==> src/rtl/mcpwm_pkg.sv <==
package mcpwm_pkg;
    typedef enum logic [1:0] {
        ST_IDLE = 2'd0,
        ST_LOAD = 2'd1,
        ST_RUN  = 2'd2
    } pwm_state_e;
endpackage

==> src/rtl/mcpwm_timebase.sv <==
module mcpwm_timebase
    import mcpwm_pkg::*;
#(
    parameter int CNT_W  = 12,
    parameter int NOUT   = 6,
    parameter int RATE_W = 4
) (
    input  logic                  clk,
    input  logic                  rst_n,
    input  logic                  enable,
    input  logic                  center,
    input  logic                  buf_we,
    input  logic [CNT_W-1:0]      buf_mod,
    input  logic [NOUT*CNT_W-1:0] buf_duty,
    input  logic [RATE_W-1:0]     buf_rate,
    output logic                  run,
    output logic                  period_end,
    output logic                  reload_pulse,
    output logic [CNT_W-1:0]      cnt,
    output logic [CNT_W-1:0]      act_mod,
    output logic [NOUT*CNT_W-1:0] act_duty
);
    localparam logic [CNT_W-1:0] ONE = {{(CNT_W-1){1'b0}}, 1'b1};

    pwm_state_e              st, st_nx;
    logic [CNT_W-1:0]        shd_mod;
    logic [NOUT*CNT_W-1:0]   shd_duty;
    logic [RATE_W-1:0]       shd_rate, act_rate, rl_cnt;
    logic                    dir_dn;
    logic [CNT_W-1:0]        cnt_inc;

    // state register
    always_ff @(posedge clk or negedge rst_n) begin
        if (!rst_n) st <= ST_IDLE;
        else        st <= st_nx;
    end

    // next state
    always_comb begin
        st_nx = st;
        unique case (st)
            ST_IDLE: st_nx = enable ? ST_LOAD : ST_IDLE;
            ST_LOAD: st_nx = enable ? ST_RUN  : ST_IDLE;
            ST_RUN:  st_nx = enable ? ST_RUN  : ST_IDLE;
            default: st_nx = ST_IDLE;
        endcase
    end

    // outputs of the sequencer
    assign cnt_inc = cnt + ONE;
    always_comb begin
        run          = (st == ST_RUN);
        period_end   = run && (center ? (dir_dn && cnt == ONE)
                                      : (cnt == act_mod - ONE));
        reload_pulse = period_end && (rl_cnt == act_rate);
    end

    // shadow registers
    always_ff @(posedge clk or negedge rst_n) begin
        if (!rst_n) begin
            shd_mod  <= '0;
            shd_duty <= '0;
            shd_rate <= '0;
        end else if (buf_we) begin
            shd_mod  <= buf_mod;
            shd_duty <= buf_duty;
            shd_rate <= buf_rate;
        end
    end

    // counter, direction, period count and running copies
    always_ff @(posedge clk or negedge rst_n) begin
        if (!rst_n) begin
            cnt      <= '0;
            dir_dn   <= 1'b0;
            rl_cnt   <= '0;
            act_mod  <= '0;
            act_duty <= '0;
            act_rate <= '0;
        end else if (st != ST_RUN) begin
            cnt    <= '0;
            dir_dn <= 1'b0;
            rl_cnt <= '0;
            if (st == ST_LOAD) begin
                act_mod  <= shd_mod;
                act_duty <= shd_duty;
                act_rate <= shd_rate;
            end
        end else begin
            if (period_end) begin
                cnt    <= '0;
                dir_dn <= 1'b0;
            end else if (!center) begin
                cnt <= cnt_inc;
            end else if (!dir_dn) begin
                cnt <= cnt_inc;
                if (cnt_inc >= act_mod) dir_dn <= 1'b1;
            end else begin
                cnt <= cnt - ONE;
            end
            if (period_end) begin
                if (reload_pulse) begin
                    rl_cnt   <= '0;
                    act_mod  <= shd_mod;
                    act_duty <= shd_duty;
                    act_rate <= shd_rate;
                end else begin
                    rl_cnt <= rl_cnt + 1'b1;
                end
            end
        end
    end
endmodule

==> src/rtl/mcpwm_guard.sv <==
module mcpwm_guard (
    input  logic clk,
    input  logic rst_n,
    input  logic fault_in,
    input  logic fault_clr,
    input  logic ilim_in,
    input  logic period_end,
    output logic fault_lat,
    output logic ilim_blk
);
    logic ilim_q;

    always_ff @(posedge clk or negedge rst_n) begin
        if (!rst_n) begin
            fault_lat <= 1'b0;
            ilim_q    <= 1'b0;
        end else begin
            if (fault_in)       fault_lat <= 1'b1;
            else if (fault_clr) fault_lat <= 1'b0;
            if (ilim_in)         ilim_q <= 1'b1;
            else if (period_end) ilim_q <= 1'b0;
        end
    end

    assign ilim_blk = ilim_in | ilim_q;
endmodule

==> src/rtl/mcpwm_pair.sv <==
module mcpwm_pair #(
    parameter int CNT_W = 12,
    parameter int DT_W  = 8
) (
    input  logic             clk,
    input  logic             rst_n,
    input  logic             run,
    input  logic             fault,
    input  logic             ilim_blk,
    input  logic             indep,
    input  logic             pol_t,
    input  logic             pol_b,
    input  logic [DT_W-1:0]  dead,
    input  logic [CNT_W-1:0] cnt,
    input  logic [CNT_W-1:0] mod,
    input  logic [CNT_W-1:0] duty_t,
    input  logic [CNT_W-1:0] duty_b,
    output logic             pin_t,
    output logic             pin_b
);
    logic            req_t, req_b, req_q, open_w, act_t, act_b;
    logic [DT_W-1:0] dtc;

    always_comb begin
        req_t = run && !ilim_blk && (duty_t != '0) && ((duty_t >= mod) || (cnt < duty_t));
        req_b = run && !ilim_blk && (duty_b != '0) && ((duty_b >= mod) || (cnt < duty_b));
        open_w = (req_t == req_q) ? (dtc == '0) : (dead == '0);
        if (indep) begin
            act_t = req_t;
            act_b = req_b;
        end else begin
            act_t = req_t && open_w;
            act_b = run && !req_t && open_w;
        end
    end

    // dead-time counter
    always_ff @(posedge clk or negedge rst_n) begin
        if (!rst_n) begin
            req_q <= 1'b0;
            dtc   <= '0;
        end else begin
            req_q <= req_t;
            if (req_t != req_q) dtc <= (dead == '0) ? '0 : dead - 1'b1;
            else if (dtc != '0) dtc <= dtc - 1'b1;
        end
    end

    // pin register with polarity and fault gating
    always_ff @(posedge clk or negedge rst_n) begin
        if (!rst_n) begin
            pin_t <= 1'b0;
            pin_b <= 1'b0;
        end else begin
            pin_t <= pol_t ^ (act_t & ~fault);
            pin_b <= pol_b ^ (act_b & ~fault);
        end
    end
endmodule

==> src/rtl/mcpwm_gen.sv <==
module mcpwm_gen #(
    parameter int NPAIR  = 3,
    parameter int CNT_W  = 12,
    parameter int DT_W   = 8,
    parameter int RATE_W = 4
) (
    input  logic                      clk,
    input  logic                      rst_n,
    input  logic                      enable,
    input  logic                      cfg_we,
    input  logic                      cfg_center,
    input  logic [NPAIR-1:0]          cfg_indep,
    input  logic [NPAIR-1:0]          cfg_pol_top,
    input  logic [NPAIR-1:0]          cfg_pol_bot,
    input  logic [DT_W-1:0]           cfg_dead,
    input  logic                      buf_we,
    input  logic [CNT_W-1:0]          buf_mod,
    input  logic [2*NPAIR*CNT_W-1:0]  buf_duty,
    input  logic [RATE_W-1:0]         buf_rate,
    input  logic                      fault_in,
    input  logic                      fault_clr,
    input  logic                      ilim_in,
    input  logic                      irq_clr,
    output logic [NPAIR-1:0]          out_top,
    output logic [NPAIR-1:0]          out_bot,
    output logic                      fault_active,
    output logic                      reload_irq
);
    localparam int NOUT = 2 * NPAIR;

    logic                   cfg_locked, center_q;
    logic [NPAIR-1:0]       indep_q, polt_q, polb_q;
    logic [DT_W-1:0]        dead_q;
    logic                   run_w, pend_w, reload_w, ilim_w;
    logic [CNT_W-1:0]       cnt_w, mod_w;
    logic [NOUT*CNT_W-1:0]  duty_w;

    // one-time configuration
    always_ff @(posedge clk or negedge rst_n) begin
        if (!rst_n) begin
            cfg_locked <= 1'b0;
            center_q   <= 1'b0;
            indep_q    <= '0;
            polt_q     <= '0;
            polb_q     <= '0;
            dead_q     <= '0;
        end else if (cfg_we && !cfg_locked) begin
            cfg_locked <= 1'b1;
            center_q   <= cfg_center;
            indep_q    <= cfg_indep;
            polt_q     <= cfg_pol_top;
            polb_q     <= cfg_pol_bot;
            dead_q     <= cfg_dead;
        end
    end

    // reload flag
    always_ff @(posedge clk or negedge rst_n) begin
        if (!rst_n)        reload_irq <= 1'b0;
        else if (reload_w) reload_irq <= 1'b1;
        else if (irq_clr)  reload_irq <= 1'b0;
    end

    mcpwm_timebase #(.CNT_W(CNT_W), .NOUT(NOUT), .RATE_W(RATE_W)) u_tb (
        .clk(clk), .rst_n(rst_n), .enable(enable), .center(center_q),
        .buf_we(buf_we), .buf_mod(buf_mod), .buf_duty(buf_duty), .buf_rate(buf_rate),
        .run(run_w), .period_end(pend_w), .reload_pulse(reload_w),
        .cnt(cnt_w), .act_mod(mod_w), .act_duty(duty_w)
    );

    mcpwm_guard u_guard (
        .clk(clk), .rst_n(rst_n), .fault_in(fault_in), .fault_clr(fault_clr),
        .ilim_in(ilim_in), .period_end(pend_w),
        .fault_lat(fault_active), .ilim_blk(ilim_w)
    );

    for (genvar i = 0; i < NPAIR; i++) begin : g_pair
        mcpwm_pair #(.CNT_W(CNT_W), .DT_W(DT_W)) u_pair (
            .clk(clk), .rst_n(rst_n), .run(run_w), .fault(fault_active),
            .ilim_blk(ilim_w), .indep(indep_q[i]), .pol_t(polt_q[i]), .pol_b(polb_q[i]),
            .dead(dead_q), .cnt(cnt_w), .mod(mod_w),
            .duty_t(duty_w[(2*i)*CNT_W +: CNT_W]),
            .duty_b(duty_w[(2*i+1)*CNT_W +: CNT_W]),
            .pin_t(out_top[i]), .pin_b(out_bot[i])
        );
    end
endmodule

==> config.mk <==
export PLATFORM = sky130hd
export DESIGN_NAME = mcpwm_gen
export DESIGN_NICKNAME = d
export VERILOG_FILES = /design/src/rtl/mcpwm_pkg.sv /design/src/rtl/mcpwm_timebase.sv /design/src/rtl/mcpwm_guard.sv /design/src/rtl/mcpwm_pair.sv /design/src/rtl/mcpwm_gen.sv
export SDC_FILE = /design/constraint.sdc
export NUM_CORES = 1
export LEC_CHECK = 0
export BUFFER_PORTS_ARGS = -buffer_cell sky130_fd_sc_hd__buf_2
export CORE_MARGIN = 2
export CORE_UTILIZATION = 60
export CTS_CLUSTER_SIZE = 28
export DETAILED_ROUTE_END_ITERATION = 16
export GPL_TIMING_DRIVEN = 0
export PLACE_DENSITY = 0.85
export SYNTH_ARGS = -nofsm -noshare
export SYNTH_HDL_FRONTEND = slang
export SYNTH_SLANG_ARGS = --single-unit
==> constraint.sdc <==
create_clock -name clk -period 6.6 [get_ports clk]
set_input_delay 0.66 -clock clk [delete_from_list [all_inputs] [get_ports clk]]
set_output_delay 0.66 -clock clk [all_outputs]
set_load 0.05 [all_outputs]
==> flow_metrics.py <==
metrics = {
    "synthesis": {
        "syn_inst": 1335,
        "synthFlopType": "dfrtp_1",
        "seq_area_frac_synth": 0.427,
        "syn-num-nets": 1613,
        "yosys_register_bits": 250,
        "async_flop_share": 1.00,
        "ys_warn_count": 0,
        "ys_types": 64,
        "synth_area_um2": 14700,
        "syn_area_per_cell_um2": 11.0,
        "synth_edf_count": 0,
    },
    "critical_path": {
        "startpoint": "u_tb.act_mod[0]",
        "arrival_ns": 4.82,
        "end_kind": "flop",
        "rr_endpoint": "u_tb.act_duty[66]",
        "reg2reg_depth": 12,
        "worstPathMaxFanout": 11,
        "r2r_setup_slack_ns": 2.18,
        "worstSetupEndpoint": "u_tb.act_duty[66]",
        "cp.required_ns": 7.01,
        "start_kind": "flop",
        "r2r_start": "u_tb.act_mod[0]",
        "critical_path_class": "reg -> reg",
    },
    "sta": {
        "clock-skew-final_ns": 0.0111,
        "setup-violations-final": 0,
        "final_hold_viol_count": 0,
        "tns_ns": 0,
        "min_period_ns": 4.42,
        "worst_pin_slew_ns": 1.26,
        "post-route-period-util": 0.669,
        "timing.fmax_mhz": 226,
        "slew_headroom": 0.154,
        "rsz0062_at_grt": "false",
        "drv_slew": 0,
    },
    "layout": {
        "area_delta_synth_final_pct": 13.4,
        "final_design_area_no_fill_um2": 16600,
        "nets": 1764,
        "drive_above_1_share": 0.241,
        "diodes": 0,
    },
    "route": {
        "drt_pass1_iterations": 8,
        "routed_wl_um": 36100,
        "drcViolationCount": 0,
        "routed_via_density": 6.13,
        "drt_iter0_markers": 873,
        "wl_per_cell_um": 19.7,
        "ant_nets": 0,
        "vias": 11200,
    },
    "floorplan": {
        "io_pins": 123,
        "dieArea_um2": 25700,
        "rows": 57,
        "dieWidth_um": 160,
        "fp.dieH_um": 160,
        "core-area_um2": 24200,
        "initial_core_util": 0.606,
    },
    "clocking": {
        "cts.sinks": 250,
        "cts_tree": "yes",
        "hold_buffers": 0,
        "root_buffer": "clkbuf_16",
        "cts-buffers-inserted": 27,
        "htreeDepth": 1,
        "post_cts_resized": 0,
        "clockBufferDepth": 3,
        "post-cts-setup-buffer-count": 0,
        "cts.clk_slew.worst_paths_ns": 0.06,
        "clock_latency_ns": 0.54,
    },
    "power": {
        "p_leak_nw": 7.83,
        "p_per_area_nw_per_um2": 393,
        "vdd_drop_max_mv": 0.258,
    },
    "grt": {
        "globalRoute.totalOverflow": 0,
        "grt_pass1_wl_um": 59000,
        "grt_max_degree": 129,
        "use_met1": 0.368,
        "met3_usage": 0.0481,
        "grt_busiest_layer": "met2",
        "antenna_found_initial": 0,
        "grt_usage": 0.286,
        "gr-usage-met2": 0.482,
        "grt_pass1_vias": 11700,
    },
    "placed_design": {
        "place_hpwl_um": 25800,
        "placed_cell_area_um2": 15700,
        "port_buffers": 121,
        "routabilityCongestion": 0.925,
    },
    "status": {
        "outcome": "complete, no violations",
    },
    "flow_run": {
        "maxCapViolations": 0,
    },
    "min_path": {
        "hp-class": "in -> async",
    },
}
[cell usage in the layout, fill, tap and decap left out, types with 15 or more instances in the layout]
cell       netlist  layout
a211oi_1        19      19
a21o_1          21      21
a21oi_1         51      51
buf_2            6     126
clkbuf_1        24      31
clkbuf_16        0      27
dfrtp_1        250     250
ha_1           163     163
inv_1          106     106
mux2_1          20      20
mux2_2         176     176
nand2_1         56      56
nand2b_1        15      15
nand3_1         38      38
nor2_1          56      56
nor3_1          30      30
nor4_1          25      25
o21ai_0         43      43
xnor2_1         38      38
xor2_1          26      26
[report_power, final]
| group | switching, W | internal, W | total [W] | leakage, nW |
|---|---|---|---|---|
| clock | 0.000605 | 0.000937 | 0.00154 | 0.455 |
| sequential | 0.000517 | 0.00196 | 0.00248 | 2.99 |
| combinational | 0.00135 | 0.00116 | 0.00250 | 4.38 |
| total | 0.00247 | 0.00405 | 0.00652 | 7.83 |
[layout make-up]
cell class / count / area, µm²
fillers: 1711 / 7560
flip-flops and latches: 250 / 6260
clock inverters: 10 / 129
inverters: 107 / 402
plain buffers: 48 / 229
clock buffers: 40 / 785
repair buffers: 122 / 643
multi-input cells: 930 / 7760
well taps: 324 / 405
[flip-flops by register name (all words and copies together) (netlist names), 4 cells and up]
name / flops
dead_q: 8
u_tb.rl_cnt: 4
u_tb.shd_rate: 4
u_tb.act_rate: 4
u_tb.shd_mod: 12
g_pair.u_pair.dtc: 24
u_tb.cnt: 12
u_tb.act_duty: 72
u_tb.act_mod: 12
u_tb.shd_duty: 72
[Yosys cell counts, drive strengths merged (9+ instances only)]
cell type / instances / area share
a211oi: 19 / 0.0097
a21o: 21 / 0.011
a21oi: 51 / 0.017
and2: 9 / 0.0038
buf: 24 / 0.0095
clkbuf: 24 / 0.0061
dfrtp: 250 / 0.43
ha: 163 / 0.14
inv: 106 / 0.027
mux2: 196 / 0.15
nand2: 56 / 0.014
nand2b: 15 / 0.0064
nand3: 38 / 0.013
nand4: 13 / 0.0056
nor2: 56 / 0.014
nor2b: 11 / 0.0047
nor3: 30 / 0.010
nor4: 25 / 0.011
o211ai: 10 / 0.0051
o21ai: 43 / 0.015
o31ai: 14 / 0.0081
or3: 9 / 0.0038
xnor2: 38 / 0.023
xor2: 26 / 0.016
[worst min-delay path by stage]
| stage | startpoint | slack, ns | to |
|---|---|---|---|
| after floorplan | rst_n | 0.36 | center_q |
| after global placement | polb_q[0] | 0.45 | g_pair[0].u_pair.pin_b |
| after detailed placement | cfg_locked | 0.45 | cfg_locked |
| after CTS | rst_n | 0.25 | u_tb.shd_duty[13] |
| after global routing | rst_n | 0.28 | u_tb.shd_duty[13] |
| final | rst_n | 0.17 | u_tb.shd_duty[13] |
[critical path, stage by stage, from the launching register on]
cell     delay [ns]
dfrtp_1        0.79
inv_1          0.14
ha_1           0.31
and2_1         0.21
o21a_1         0.19
o31ai_1        0.27
nand2_1        0.09
or4_1          0.58
o21a_1         0.24
o31ai_4        0.60
buf_4          0.31
buf_6          0.18
mux2_1         0.36
[kinds of logic (layout without fill, tap and decap cells)]
| kind of cell | after synthesis | count (layout) | synth area share |
|---|---|---|---|
| flops | 250 | 250 | 0.427 |
| fa+ha+maj | 163 | 163 | 0.139 |
| buf+inv | 155 | 327 | 0.0430 |
| xor+xnor | 64 | 64 | 0.0383 |
| simple gates | 287 | 287 | 0.100 |
| mux | 204 | 204 | 0.156 |
| compound gates | 212 | 212 | 0.0959 |
[metrics by stage]
stage / hold slack [ns] / setup WS, ns / total power (W) / std cells / util
4_1_cts: 0.251 / 2.26 / 0.00649 / 1831 / 0.687
5_1_grt: 0.283 / 2.03 / 0.00697 / 1831 / 0.687
3_5_place_dp: 0.451 / 2.32 / 0.00490 / 1781 / 0.649
6_report: 0.172 / 2.18 / 0.00652 / 1831 / 0.687
2_1_floorplan: 0.364 / 3.10 / 0.00410 / 1335 / -
3_3_place_gp: 0.448 / 0.656 / 0.00467 / 1780 / 0.648
[per-layer routing]
| metal | vias to the layer above | routed length, µm |
|---|---|---|
| met5 | - | 0 |
| met4 | 0 | 1640 |
| met3 | 136 | 2880 |
| met2 | 487 | 17200 |
| met1 | 5490 | 14400 |
| li1 | 5111 | - |
Power figures use the tool's default switching activity.
